**src/rtl/ovl_pkg.sv**
```systemverilog
package ovl_pkg;
  // Strobes from the control module to the datapath
  typedef struct packed {
    logic loadHold;  // restart hold count at full length
    logic decHold;   // step hold count down by one
  } holdCmd_t;
endpackage

```
**src/rtl/ovl_level_cmp.sv**
```systemverilog
module ovl_level_cmp #(
  parameter int SAMPLE_W = 24
) (
  input  logic [SAMPLE_W-1:0] sample,
  output logic                overLevel
);
  // 7/8 of 2^(SAMPLE_W-1) = 7 * 2^(SAMPLE_W-4)
  localparam logic [SAMPLE_W-1:0] LIMIT = {3'b111, {(SAMPLE_W-3){1'b0}}} >> 1;
  localparam logic [SAMPLE_W-1:0] MOST_NEG = {1'b1, {(SAMPLE_W-1){1'b0}}};

  logic [SAMPLE_W-1:0] magnitude;

  // Unsigned magnitude: the most negative code maps to 2^(SAMPLE_W-1), no overflow
  always_comb begin
    if (sample[SAMPLE_W-1]) magnitude = ~sample + {{(SAMPLE_W-1){1'b0}}, 1'b1};
    else                    magnitude = sample;
    overLevel = magnitude > LIMIT;
  end

  always_comb begin
    if (sample == MOST_NEG)
      assert_most_negative_over_R4: assert (overLevel);
  end
endmodule

```
**src/rtl/ovl_datapath.sv**
```systemverilog
module ovl_datapath
  import ovl_pkg::*;
#(
  parameter int SAMPLE_W = 24,
  parameter int HOLD_LEN = 512
) (
  input  logic                clk,
  input  logic                rst,
  input  logic [SAMPLE_W-1:0] leftSample,
  input  logic [SAMPLE_W-1:0] rightSample,
  input  holdCmd_t            cmd,
  output logic                anyOver,
  output logic                holdZero
);
  localparam int CNT_W = $clog2(HOLD_LEN + 1);
  localparam logic [CNT_W-1:0] HOLD_FULL = CNT_W'(HOLD_LEN);
  localparam logic [CNT_W-1:0] ONE = CNT_W'(1);

  logic [SAMPLE_W-1:0] chanSample [2];
  logic [1:0]          chanOver;
  logic [CNT_W-1:0]    holdCnt;

  assign chanSample[0] = leftSample;
  assign chanSample[1] = rightSample;

  for (genvar ch = 0; ch < 2; ch++) begin : g_chan
    ovl_level_cmp #(.SAMPLE_W(SAMPLE_W)) i_cmp (
      .sample   (chanSample[ch]),
      .overLevel(chanOver[ch])
    );
  end

  assign anyOver  = |chanOver;
  assign holdZero = (holdCnt == '0);

  always_ff @(posedge clk) begin
    if (rst)               holdCnt <= '0;
    else if (cmd.loadHold) holdCnt <= HOLD_FULL;
    else if (cmd.decHold)  holdCnt <= holdCnt - ONE;
  end

  assert_load_full_R7: assert property (@(posedge clk) disable iff (rst)
    cmd.loadHold |=> holdCnt == HOLD_FULL);
  assert_dec_step_R6: assert property (@(posedge clk) disable iff (rst)
    (cmd.decHold && !cmd.loadHold) |=> holdCnt == $past(holdCnt) - ONE);
  assert_cnt_bound_R6: assert property (@(posedge clk) disable iff (rst)
    holdCnt <= HOLD_FULL);
  assert_idle_stable_R8: assert property (@(posedge clk) disable iff (rst)
    !(cmd.loadHold || cmd.decHold) |=> $stable(holdCnt));
endmodule

```
**src/rtl/ovl_control.sv**
```systemverilog
module ovl_control
  import ovl_pkg::*;
(
  input  logic     clk,
  input  logic     rst,
  input  logic     sampleEn,
  input  logic     anyOver,
  input  logic     holdZero,
  output holdCmd_t cmd,
  output logic     overFlag
);
  always_comb begin
    cmd.loadHold = sampleEn && anyOver;
    cmd.decHold  = sampleEn && !anyOver && !holdZero;
  end

  always_ff @(posedge clk) begin
    if (rst)                      overFlag <= 1'b0;
    else if (cmd.loadHold)        overFlag <= 1'b1;
    else if (sampleEn && holdZero) overFlag <= 1'b0;
  end

  assert_set_on_violation_R2: assert property (@(posedge clk) disable iff (rst)
    (sampleEn && anyOver) |=> overFlag);
  assert_no_enable_stable_R8: assert property (@(posedge clk) disable iff (rst)
    !sampleEn |=> $stable(overFlag));
  assert_drop_only_at_zero_R6: assert property (@(posedge clk) disable iff (rst)
    $fell(overFlag) |-> $past(sampleEn && holdZero && !anyOver));
  assert_flag_while_counting_R6: assert property (@(posedge clk) disable iff (rst)
    !holdZero |-> overFlag);
endmodule

```
**src/rtl/audio_overload_flag.sv**
```systemverilog
module audio_overload_flag #(
  parameter int SAMPLE_W = 24,
  parameter int HOLD_LEN = 512
) (
  input  logic                clk,
  input  logic                rst,
  input  logic                sampleEn,
  input  logic [SAMPLE_W-1:0] leftSample,
  input  logic [SAMPLE_W-1:0] rightSample,
  output logic                overFlag
);
  ovl_pkg::holdCmd_t cmd;
  logic anyOver;
  logic holdZero;

  ovl_datapath #(.SAMPLE_W(SAMPLE_W), .HOLD_LEN(HOLD_LEN)) i_datapath (
    .clk        (clk),
    .rst        (rst),
    .leftSample (leftSample),
    .rightSample(rightSample),
    .cmd        (cmd),
    .anyOver    (anyOver),
    .holdZero   (holdZero)
  );

  ovl_control i_control (
    .clk     (clk),
    .rst     (rst),
    .sampleEn(sampleEn),
    .anyOver (anyOver),
    .holdZero(holdZero),
    .cmd     (cmd),
    .overFlag(overFlag)
  );

  assert_reset_clear_R1: assert property (@(posedge clk)
    rst |=> !overFlag);
endmodule

```
**config.mk**
```make
export PLATFORM = sky130hd
export DESIGN_NAME = audio_overload_flag
export DESIGN_NICKNAME = d
export VERILOG_FILES = /design/src/rtl/ovl_pkg.sv /design/src/rtl/ovl_level_cmp.sv /design/src/rtl/ovl_datapath.sv /design/src/rtl/ovl_control.sv /design/src/rtl/audio_overload_flag.sv
export SDC_FILE = /design/constraint.sdc
export NUM_CORES = 1
export LEC_CHECK = 0
export BUFFER_PORTS_ARGS = -buffer_cell sky130_fd_sc_hd__buf_2
export CAP_MARGIN = 30
export CORE_ASPECT_RATIO = 0.9
export CORE_MARGIN = 2
export CORE_UTILIZATION = 35
export CTS_BUF_LIST = sky130_fd_sc_hd__clkbuf_16
export CTS_CLUSTER_DIAMETER = 200
export CTS_CLUSTER_SIZE = 14
export DETAILED_ROUTE_END_ITERATION = 16
export RECOVER_POWER = 100
export SLEW_MARGIN = 10
export SYNTH_ARGS = -nofsm -noshare
export SYNTH_HDL_FRONTEND = slang
export SYNTH_HIERARCHICAL = 1
export SYNTH_SLANG_ARGS = --single-unit
```
**constraint.sdc**
```tcl
create_clock -name clk -period 5.36 [get_ports clk]
set_input_delay 1.072 -clock clk [delete_from_list [all_inputs] [get_ports clk]]
set_output_delay 1.072 -clock clk [all_outputs]
set_load 0.01 [all_outputs]
```
Word level (Yosys, flattened, before mapping)
Index checks and enable logic that the tools add are counted.

word-level totals
  latch bits = 0
  output and inout port bits = 1
  RAM bits = 0
  memories kept = 0
  bits in read-only memories = 0
  register bits = 11

cells by class
  reductions and logical operators = 11
  bitwise gates (word level) = 2
  eq/ne operators = 0
  muxes and demuxes = 6
  multiply operators = 0
  $lt $le $gt $ge = 2
  add/sub/neg operators = 3
  shifts and indexed selects = 0
  div/mod/pow operators = 0

operators by type and width
  operator                                              number
  adder 24 x 1 -> 24 bit, second input constant         2
  > comparator 24 x 23 -> 1 bit, second input constant  2
  two-way mux 24 bit                                    2
  NOT 24 bit                                            2
  two-way mux 10 bit                                    2
  logical NOT 10 bit                                    1
  subtractor 10 x 1 -> 10 bit, second input constant    1
  logical AND 1 bit                                     4
  nonzero test 2 bit                                    2
  OR reduction 2 bit                                    2
  logical NOT 1 bit                                     2
  two-way mux 1 bit                                     2

Depth between registers and ports, before layout
Gate-level depths: netlist (run 1).

  depth in word-level cells = 10
  mapped depth = 14
  gate-level depth less buffers = 13

By module
Netlist (run 1), hierarchy kept.

by module, submodules not included
  module         cells an instance  sequential area each (um^2)  area an instance (um^2)  times used
  ovl_level_cmp  116                0.0                          753.2                    2
  ovl_datapath   56                 200.2                        485.5                    1
  ovl_control    5                  20.0                         53.8                     1

Least setup slack after synthesis (run 1)
Ideal clock, no wire load.

  path type = input to register
  start point = input rightSample[6]
  end point = register i_datapath.holdCnt[9]
  data arrival time = 4.711 ns
  cell stages on the path = 13
  setup time = 0.074 ns
  setup slack = 0.575 ns
  buffers on the path = 2
  cells stage by stage = clkbuf_1 -> or4_4 -> or4_4 -> o31a_1 -> o31ai_2 -> a22o_1 -> a21oi_2 -> or2_2 -> nor3b_1 -> or3b_1 -> clkbuf_1 -> or4_1 -> a31oi_1

RTL lines
  item                    RTL line                  text
  start: declaration      audio_overload_flag.sv:9  input logic [SAMPLE_W-1:0] rightSample,
  end signal: assignment  ovl_datapath.sv:39        else if (cmd.decHold) holdCnt <= holdCnt - ONE;
  end: declaration        ovl_datapath.sv:21        logic [CNT_W-1:0] holdCnt;

==> summary.md, run 1 <==
| Metric | Value |
|---|---|
| Status | `complete, no violations` |
| Clk sinks | `11` |
| Setup TNS Final | `0 ns` |
| CTS Buf Count | `3` |
| Fin crit period | `4.700 ns` |
| Post-Syn Area | `~2000 um2` |
| Die Wd | `roughly 85 um` |
| Core ar. | `roughly 5700 um2` |
| Sequential fraction of design power | `25.9%` |
| Hold Crit Class | `register to register` |
| Top cell type's share of synthesized area | `about 11%` |
| Ys async rst share | `0%` |
| Yosys warns | `6` |
| Port-buffer cells | `slightly above 50` |
| Floorplan row count | `26` |
| Chip Height | `~77 um` |
| GPL Wtd Cong | `0.8904` |
| Die area | `around 6500 um2` |
| Yosys top cell by area | `dfxtp_1` |
| Top cells by area, synth | `dfxtp_1 11%, a21oi_1 5.9%, nor3_1 4.6%, or4_1 4.0%, nor4_1 4.0%` |
| First-pass GRT wire length | `approximately 10 mm` |
| Hold depth | `2` |
| Crit Path Max Fanout | `8` |
| Maxcap violations | `0` |
| Initial DRC Count | `295` |
| Critical Path AT | `4.86 ns` |
| Yosys reg bits | `11` |
| Max clock buf depth | `2` |
| Pint | `around 0.00035 W` |
| Vias in the first global route | `2,151` |
| Drt pass-1 iters | `5` |
| Reg clk slew, reported paths | `about 0.040 ns` |
| Peak Freq | `between 200 and 250 MHz` |
| Non-filler instance count after layout | `just over 400` |
| Gate Count Post-Synth | `around 300` |
| Placed Instances | `401` |
| Pwr Density | `244.2 nW/um2` |
| Clock root buffer | `clkbuf_16` |
| CP Capture Type | `register` |
| Layout cells sized above 1 | `24.18%` |
| Final setup fails | `0` |
| Footprint of the multi-input gates | `~1700 um2` |
| Vias | `between 2,000 and 3,000` |
| Setup CP Type | `input pin to register` |
| RSZ-0062 raised after global routing | `false` |
| Mapped Nets | `350` |
| Sequential share of the synthesized area | `a little over a tenth` |
| ANT nets after route | `0` |
| Dpl ws | `approximately 0.44 ns` |
| Initial Util | `between 30 and 40%` |
| Sw power | `approximately 0.00024 W` |
| GRT Total Usage | `17.71%` |
| Max_slew headroom | `a little over a third` |
| Worst vdd ir | `about 0.31 mV` |
| Clock power share | `22.5%` |
| Worst Setup Slack, final | `0.6596 ns` |
| Fin crit share | `about 88%` |
| Primary FF master, synth | `dfxtp_1` |
| Routed wire length | `approximately 6 mm` |
| Most numerous cell in the Yosys netlist | `a21oi_1` |
| Post-synth EDFFs | `0` |
| Vias per cell | `6.289` |
| Area growth syn-to-layout | `17.68%` |
| Synth Area per Inst | `around 7 um2` |
| Required time of the critical path | `around 5.5 ns` |
| CTS tree | `yes` |
| Clock latency on the worst-skew pair | `0.23 ns` |
| Least-Margin Pin Slew | `between 0.9 and 1 ns` |
| H-Tree Depth | `1` |
| Initial antenna violation count | `0` |
| Total gr overflow | `0` |
| Number of hold buffers added after CTS | `0` |
| Post-DP HPWL | `4.618 mm` |
| Post-synth top cells | `24 x a21oi_1, 21 x nor2_1, 19 x nor3_1` |
| Nets@finish | `roughly 400` |
| Comb pwr share | `51.6%` |
| # diodes | `0` |
| Largest net degree at the start of global routing | `24` |
| Sequential Area | `approximately 220 um2` |
| Clock Skews | `about 0.0023 ns` |
| # DRC | `0` |
| Total power | `about 0.00059 W` |
| Library cells used by synthesis | `50` |
| Avg WL per Cell | `approximately 15 um` |
| Cell count of the worst reg-to-reg path | `6` |
| Pins Over Slew Limit | `0` |
| CTS resizes | `0` |
| Worst setup SP type | `input pin` |
| Filler cells | `617` |
| Final Hold Viols | `0` |
| Leak pwr | `about 0.86 nW` |
| Switch share | `between 40% and 50%` |
| Post-CTS Setup Bufs | `0` |
| Io pins | `between 50 and 60` |
## sequential cells by signal, summed over array words and instances, names as in the netlist
name and flops:
i_datapath/holdCnt 10, i_control/overFlag 1
## worst max-delay path, cell delays in order
cell and delay (ns):
clkbuf_1 0.10, inv_1 0.08, ha_1 0.25, or4b_1 0.50, or4_1 0.49, a21oi_1 0.14, o211ai_1 0.11, nor4_1 0.38
a21oi_2 0.10, or2_2 0.29, nor3b_1 0.26, or3b_1 0.48, or3_2 0.44, a21oi_1 0.15
## metal layers
metal  up-vias  GRT usage [%]  part of all wire [%]
li1       1261              -                     -
met1      1169          26.45                    47
met2       111          27.80                    45
met3         6          2.492                   7.6
met4         0          1.746                  0.42
met5         -              0                     0
## layout make-up
| class | instances | area share [%] |
|---|---|---|
| clock buffer | 3 | 3.119 |
| clock inverter | 1 | 0.1559 |
| inverter | 10 | 1.559 |
| multi-input combinational | 257 | 71.41 |
| sequential | 11 | 9.148 |
| tap | 70 | 3.638 |
| timing repair buffer | 53 | 10.97 |
## final timing paths
check	slack (ns)	to	start
worst min register to register	0.48	i_datapath/holdCnt[1]	i_datapath/holdCnt[1]
worst max register to register	3.14	i_datapath/holdCnt[5]	i_datapath/holdCnt[2]
worst min-delay path	0.48	i_datapath/holdCnt[1]	i_datapath/holdCnt[1]
worst max-delay path	0.66	i_datapath/holdCnt[5]	leftSample[0]
## stage by stage
step                      utilization (%)  hold slack [ns]  area, um2
final                               42.53           0.4843       2407
after global routing                42.53           0.5061       2407
after CTS                           42.68           0.4873       2416
after detailed placement            41.29           0.4800       2337
after global placement              41.29           0.4784       2337
after floorplan                         -           0.4539       2046
## cells in the final DEF (no fill, tap or decap), types with 11 or more instances in the layout
cell type	count
a21oi_1	24
buf_2	49
dfxtp_1	11
inv_1	11
nand3_1	13
nor2_1	21
nor3_1	19
nor4_1	13
or4_1	11
## cell families (layout without fill, tap and decap cells)
logic type	Yosys count	in the layout	share of synthesized area, %
buffers and inverters	25	67	5.076
adders and majority gates	6	6	3.670
DFF	11	11	10.76
AOI/OAI and AO/OA	91	91	30.83
and+or+nand+nor	154	154	47.10
xor gates and xnor gates	6	6	2.569
## power groups by stage
stage / clock [W] / combinational, W / sequential [W]
after floorplan: 0 / 0.000231 / 0.000144
after global placement: 0 / 0.000304 / 0.000152
after detailed placement: 0 / 0.000307 / 0.000152
after CTS: 0.000137 / 0.000309 / 0.000152
after global routing: 0.000142 / 0.000348 / 0.000157
final: 0.000132 / 0.000303 / 0.000152
No activity file was read; power rests on OpenSTA's default activity.
==> run 2, diff against run 1 <==
Settings changed: PLACE_DENSITY_LB_ADDON set to 0.25.
==> run 2 against run 1 <==
- die area unchanged
- global-route usage rose by 0.52 points
- highest routed layer unchanged
- total power grew 1.3%
- sequential share of layout area unchanged
- utilization unchanged
- first-iteration DRC count is 36% lower
- clock power is 3% higher
- clock skew fell by 0.00071 ns
- worst hold slack got worse by 0.00070 ns
==> summary.md, run 2 (synthesized netlist as in run 1, its figures left out) <==
| Metric | Value |
|---|---|
| Max reg flops | `10 (unchanged)` |
| CP Capture Type | `register (unchanged)` |
| Worst vdd ir | `0.1871 mV (was 0.3069 mV)` |
| Reg clk slew, reported paths | `0.04 ns (about the same)` |
| Pins Over Slew Limit | `0 (unchanged)` |
| Vias | `2,552 (was 2,547)` |
| Max_slew headroom | `41.99% (was 35.91%)` |
| Reg-to-reg startpoint | `i_datapath/holdCnt[2] (unchanged)` |
| # DRC | `0 (unchanged)` |
| Most frequent cells in the layout | `49 x buf_2, 24 x a21oi_1, 21 x nor2_1 (unchanged)` |
| Core ar. | `5660 um2 (unchanged)` |
| Die area | `6473 um2 (unchanged)` |
| Initial Util | `36.14% (unchanged)` |
| Fin crit period | `4.635 ns (was 4.700 ns)` |
| Required time of the critical path | `5.53 ns (was 5.52 ns)` |
| Placed Instances | `401 (unchanged)` |
| Nets@finish | `393 (unchanged)` |
| Clock Skews | `0.001628 ns (was 0.002337 ns)` |
| CTS resizes | `0 (unchanged)` |
| Non-filler instance count after layout | `405 (unchanged)` |
| Clk sinks | `11 (unchanged)` |
| CTS Buf Count | `3 (unchanged)` |
| Crit Path Max Fanout | `8 (unchanged)` |
| Drt pass-1 iters | `5 (unchanged)` |
| Setup TNS Final | `0 ns (unchanged)` |
| Final Hold Viols | `0 (unchanged)` |
| Most common cell after layout, fill and taps aside | `buf_2 (unchanged)` |
| Initial antenna violation count | `0 (unchanged)` |
| Leak pwr | `0.8578 nW (was 0.8576 nW)` |
| Final setup fails | `0 (unchanged)` |
| Hold Crit Class | `register to register (unchanged)` |
| CTS tree | `yes (unchanged)` |
| Cell count of the worst reg-to-reg path | `6 (unchanged)` |
| Critical Path AT | `4.80 ns (was 4.86 ns)` |
| Worst setup SP type | `input pin (unchanged)` |
| Status | `complete, no violations (unchanged)` |
| RSZ-0062 raised after global routing | `false (unchanged)` |
| Chip Height | `76.53 um (unchanged)` |
| Die Wd | `84.59 um (unchanged)` |
| Worst Setup EP | `i_datapath/holdCnt[9] (was i_datapath/holdCnt[5])` |
| Maxcap violations | `0 (unchanged)` |
| Clock root buffer | `clkbuf_16 (unchanged)` |
| Port-buffer cells | `51 (unchanged)` |
| R2r setup slk | `3.16 ns (was 3.14 ns)` |
| Largest net degree at the start of global routing | `24 (unchanged)` |
| Post-DP HPWL | `4.635 mm (was 4.618 mm)` |
| Setup CP Type | `input pin to register (unchanged)` |
| Io pins | `52 (unchanged)` |
| Post-CTS Setup Bufs | `0 (unchanged)` |
| GPL Wtd Cong | `0.8825 (was 0.8904)` |
| Vias per cell | `6.301 (was 6.289)` |
| Filler cells | `595 (was 617)` |
| FF-to-FF End | `i_datapath/holdCnt[9] (was i_datapath/holdCnt[5])` |
| H-Tree Depth | `1 (unchanged)` |
| Number of hold buffers added after CTS | `0 (unchanged)` |
| Avg WL per Cell | `14.83 um (was 14.81 um)` |
| Fin crit share | `86.48% (was 87.69%)` |
| # diodes | `0 (unchanged)` |
| Pwr Density | `247.3 nW/um2 (was 244.2 nW/um2)` |
| Least-Margin Pin Slew | `0.8635 ns (was 0.9541 ns)` |
| Peak Freq | `215.7 MHz (was 212.7 MHz)` |
| Reg with most FFs | `i_datapath/holdCnt (unchanged)` |
| Floorplan row count | `26 (unchanged)` |
| Max clock buf depth | `2 (unchanged)` |
| Initial DRC Count | `188 (was 295)` |
| Routed wire length | `6.006 mm (was 5.998 mm)` |
| CP Launch Point | `leftSample[1] (was leftSample[0])` |
| First-pass GRT wire length | `10.05 mm (was 9.942 mm)` |
| GRT Total Usage | `18.23% (was 17.71%)` |
| ANT nets after route | `0 (unchanged)` |
| Layout cells sized above 1 | `24.18% (unchanged)` |
| Vias in the first global route | `2,147 (was 2,151)` |
| Clock latency on the worst-skew pair | `0.24 ns (was 0.23 ns)` |
| Total gr overflow | `0 (unchanged)` |
| Regs by FF count | `i_datapath/holdCnt: 10 flops, i_control/overFlag: 1 flops (unchanged)` |
| Area growth syn-to-layout | `17.68% (unchanged)` |
==> run 2: final cells by class <==
cell class                 instances  area (um2)  share of cell area [%]
timing repair buffer              53       264.0                   10.97
clock inverter                     1       3.754                  0.1559
tap                               70       87.58                   3.638
multi-input combinational        257        1719                   71.41
inverter                          10       37.54                   1.559
sequential                        11       220.2                   9.148
clock buffer                       3       75.07                   3.119
==> run 2: routing by layer <==
metal	GRT usage [%]	part of all wire (%)
met2	27.09	43
met5	0	0
met4	6.667	1.7
met3	1.950	7.3
met1	26.87	48
==> run 2: power breakdown <==
part,leakage (nW),internal (W),switching [W],total (W)
Sequential,0.0901,0.000119,0.0000328,0.000152
Clock,0.0423,0.0000980,0.0000378,0.000136
Combinational,0.725,0.000130,0.000178,0.000308
==> run 2: worst max-delay path, cell delays in order <==
cell and delay [ns]:
clkbuf_1 0.12, inv_1 0.09, ha_1 0.22, or4b_1 0.51, or4_1 0.50, a21oi_1 0.14
o211ai_1 0.11, nor4_1 0.35, a21oi_2 0.11, or2_2 0.29, nor3b_1 0.23, or3b_1 0.47
or4_1 0.43, a31oi_1 0.16
==> run 2: worst min-delay path by stage <==
stage,startpoint,to,slack [ns],cells after the start
2_1_floorplan,i_datapath/holdCnt[7],i_datapath/holdCnt[7],0.45,2
5_1_grt,i_datapath/holdCnt[1],i_datapath/holdCnt[1],0.50,2
4_1_cts,i_datapath/holdCnt[4],i_datapath/holdCnt[4],0.49,2
3_5_place_dp,i_datapath/holdCnt[4],i_datapath/holdCnt[4],0.48,2
3_3_place_gp,i_datapath/holdCnt[4],i_datapath/holdCnt[4],0.48,2
6_report,i_datapath/holdCnt[4],i_datapath/holdCnt[4],0.48,2
==> run 2: metrics by stage <==
step	power (W)	worst slack, ns	utilization (%)	hold slack (ns)	instance area (um2)
after CTS	0.0006022	0.7423	42.68	0.4865	2416
after floorplan	0.0003750	0.5750	-	0.4539	2046
after global placement	0.0004553	0.6462	41.29	0.4774	2337
final	0.0005954	0.7249	42.53	0.4836	2407
after detailed placement	0.0004627	0.5059	41.29	0.4778	2337
after global routing	0.0006466	0.3863	42.53	0.5012	2407
==> run 3, diff against run 2 <==
Settings changed: CORE_UTILIZATION 35 to 53, GPL_ROUTABILITY_DRIVEN set to 0, GPL_TIMING_DRIVEN set to 0.
==> run 3 against run 2 <==
- sequential share of layout area about the same
- cell count down 4.7%
- design area fell by 0.42%
- clock skew up 0.00073 ns
- first-iteration DRC count is 27% higher
- utilization rose by 22 points
- highest routed layer unchanged
- wire length shrank 4.2%
- largest cell class unchanged
- largest power group unchanged
- register-to-register slack worse by 0.36 ns
- worst hold slack improved by 0.0049 ns
- sequential cell count is the same
==> summary.md, run 3 (synthesized netlist as in run 1, its figures left out) <==
| Metric | Value |
|---|---|
| Most common cell after layout, fill and taps aside | `buf_2 (unchanged)` |
| Footprint of the multi-input gates | `1724 um2 (was 1719 um2)` |
| Clk sinks | `11 (unchanged)` |
| Comb pwr share | `52.6% (was 51.7%)` |
| Sequential Area | `220.2 um2 (unchanged)` |
| Most frequent cells in the layout | `41 x buf_2, 24 x a21oi_1, 21 x nor2_1 (was 49 x buf_2, 24 x a21oi_1, 21 x nor2_1)` |
| ANT nets after route | `0 (unchanged)` |
| Io pins | `52 (unchanged)` |
| Setup CP Type | `input pin to register (unchanged)` |
| Max reg flops | `10 (unchanged)` |
| Hold Crit Class | `register to register (unchanged)` |
| Layout cells sized above 1 | `22.94% (was 24.18%)` |
| Port-buffer cells | `43 (was 51)` |
| Floorplan row count | `21 (was 26)` |
| Pins Over Slew Limit | `0 (unchanged)` |
| Fin crit period | `4.968 ns (was 4.635 ns)` |
| Slowest cell on crit path | `or4b_1 (unchanged)` |
| Max clock buf depth | `2 (unchanged)` |
| CP Capture Type | `register (unchanged)` |
| Reg clk slew, reported paths | `0.04 ns (about the same)` |
| Number of hold buffers added after CTS | `0 (unchanged)` |
| Slowest stage delay, CP | `0.53 ns (was 0.51 ns)` |
| Final setup fails | `0 (unchanged)` |
| Vias in the first global route | `2,110 (was 2,147)` |
| Max_slew headroom | `39.31% (was 41.99%)` |
| Core ar. | `3705 um2 (was 5660 um2)` |
| Largest net degree at the start of global routing | `11 (was 24)` |
| Fin crit share | `92.69% (was 86.48%)` |
| Dpl ws | `0.005898 ns (was 0.5059 ns)` |
| Vias | `2,628 (was 2,552)` |
| Required time of the critical path | `5.53 ns (about the same)` |
| Initial antenna violation count | `0 (unchanged)` |
| Clock latency on the worst-skew pair | `0.24 ns (about the same)` |
| Setup TNS Final | `0 ns (unchanged)` |
| Critical path cell sequence | `clkbuf_1 -> inv_1 -> ha_1 -> or4b_1 -> or4_1 -> a21oi_1 -> o211ai_1 -> nor4_1 -> a21oi_2 -> or2_2 -> nor3b_2 -> or3b_1 -> clkbuf_1 -> or4_1 -> a31oi_1 (was clkbuf_1 -> inv_1 -> ha_1 -> or4b_1 -> or4_1 -> a21oi_1 -> o211ai_1 -> nor4_1 -> a21oi_2 -> or2_2 -> nor3b_1 -> or3b_1 -> or4_1 -> a31oi_1)` |
| Nets@finish | `398 (was 393)` |
| Clock Skews | `0.002354 ns (was 0.001628 ns)` |
| Critical Path AT | `5.14 ns (was 4.80 ns)` |
| H-Tree Depth | `1 (unchanged)` |
| Pwr Density | `250.8 nW/um2 (was 247.3 nW/um2)` |
| CTS Buf Count | `3 (unchanged)` |
| Die area | `4374 um2 (was 6473 um2)` |
| Placed Instances | `382 (was 401)` |
| Peak Freq | `201.3 MHz (was 215.7 MHz)` |
| Clock power share | `22.3% (was 22.8%)` |
| Post-DP HPWL | `4.454 mm (was 4.635 mm)` |
| RSZ-0062 raised after global routing | `false (unchanged)` |
| Routed wire length | `5.751 mm (was 6.006 mm)` |
| Reg with most FFs | `i_datapath/holdCnt (unchanged)` |
| Area growth syn-to-layout | `17.19% (was 17.68%)` |
| Crit Path Max Fanout | `8 (unchanged)` |
| Die Wd | `69.49 um (was 84.59 um)` |
| Drt pass-1 iters | `4 (was 5)` |
| Leak pwr | `0.8549 nW (was 0.8578 nW)` |
| Avg WL per Cell | `14.90 um (was 14.83 um)` |
| Chip Height | `62.94 um (was 76.53 um)` |
| Status | `complete, no violations (unchanged)` |
| Non-filler instance count after layout | `386 (was 405)` |
| First-pass GRT wire length | `9.411 mm (was 10.05 mm)` |
| # diodes | `0 (unchanged)` |
| Sequential fraction of design power | `25.2% (was 25.4%)` |
| Worst vdd ir | `0.1629 mV (was 0.1871 mV)` |
| Least-Margin Pin Slew | `0.9034 ns (was 0.8635 ns)` |
| GRT Total Usage | `25.16% (was 18.23%)` |
| CTS tree | `yes (unchanged)` |
| Maxcap violations | `0 (unchanged)` |
| Initial DRC Count | `239 (was 188)` |
| Final Hold Viols | `0 (unchanged)` |
| Pint | `0.0003511 W (was 0.0003463 W)` |
| Sw power | `0.0002502 W (was 0.0002491 W)` |
| Worst setup SP type | `input pin (unchanged)` |
| Vias per cell | `6.808 (was 6.301)` |
| Worst Setup Slack, final | `0.3918 ns (was 0.7249 ns)` |
| # DRC | `0 (unchanged)` |
| Min Hold Slack | `0.4885 ns (was 0.4836 ns)` |
| Switch share | `41.61% (was 41.83%)` |
| Filler cells | `351 (was 595)` |
| Total gr overflow | `0 (unchanged)` |
| Clock root buffer | `clkbuf_16 (unchanged)` |
| Regs by FF count | `i_datapath/holdCnt: 10 flops, i_control/overFlag: 1 flops (unchanged)` |
| Initial Util | `55.22% (was 36.14%)` |
[run 3: final timing paths]
path                                            start                    end  slack [ns]  cells after the start
worst min-delay path            i_datapath/holdCnt[1]  i_datapath/holdCnt[1]        0.49                      2
worst min register to register  i_datapath/holdCnt[1]  i_datapath/holdCnt[1]        0.49                      2
worst max register to register  i_datapath/holdCnt[2]  i_datapath/holdCnt[9]        2.80                      8
worst max-delay path                    leftSample[0]  i_datapath/holdCnt[9]        0.39                     15
[run 3: layout make-up]
type                    count  area share (%)
clock buffers               3           3.132
clock inverters             1          0.1566
inverters                  10           1.566
flip-flops and latches     11           9.186
well taps                  46           2.401
multi-input cells         257           71.92
repair buffers             43           8.873
plain buffers              15           2.766
[run 3: through the flow]
stage               power [W]  util (%)  cell area, um2
floorplan           0.0003750         -            2046
global placement    0.0004502     62.58            2318
detailed placement  0.0004582     62.58            2318
CTS                 0.0005977     64.71            2397
global route        0.0006539     64.71            2397
finish              0.0006013     64.71            2397
[run 3: power groups by stage]
stage               clock (W)  combinational (W)  sequential, W
finish               0.000134           0.000316       0.000151
global route         0.000142           0.000355       0.000158
CTS                  0.000138           0.000309       0.000151
detailed placement          0           0.000307       0.000152
global placement            0           0.000300       0.000150
floorplan                   0           0.000231       0.000144
[run 3: metal layers]
layer	routed length [um]	GRT usage, %	up-vias
met5	0	0	-
met4	119	5.637	0
met3	554	4.355	16
met2	2436	38.82	147
met1	2641	36.34	1184
li1	-	-	1281
[run 3: worst max-delay path, delay by kind of cell]
| family | cells | cell delay, ns |
|---|---|---|
| AND/OR/NAND/NOR | 7 | 2.90 |
| buffers and inverters | 3 | 0.39 |
| adder cells (fa/ha/maj) | 1 | 0.23 |
| AO/OA/AOI/OAI | 4 | 0.53 |
[run 3: timing repair]
item                       in CTS  in global routing
setup endpoints to repair       0                  4
setup buffers                   0                  0
gates resized for setup         0                  1
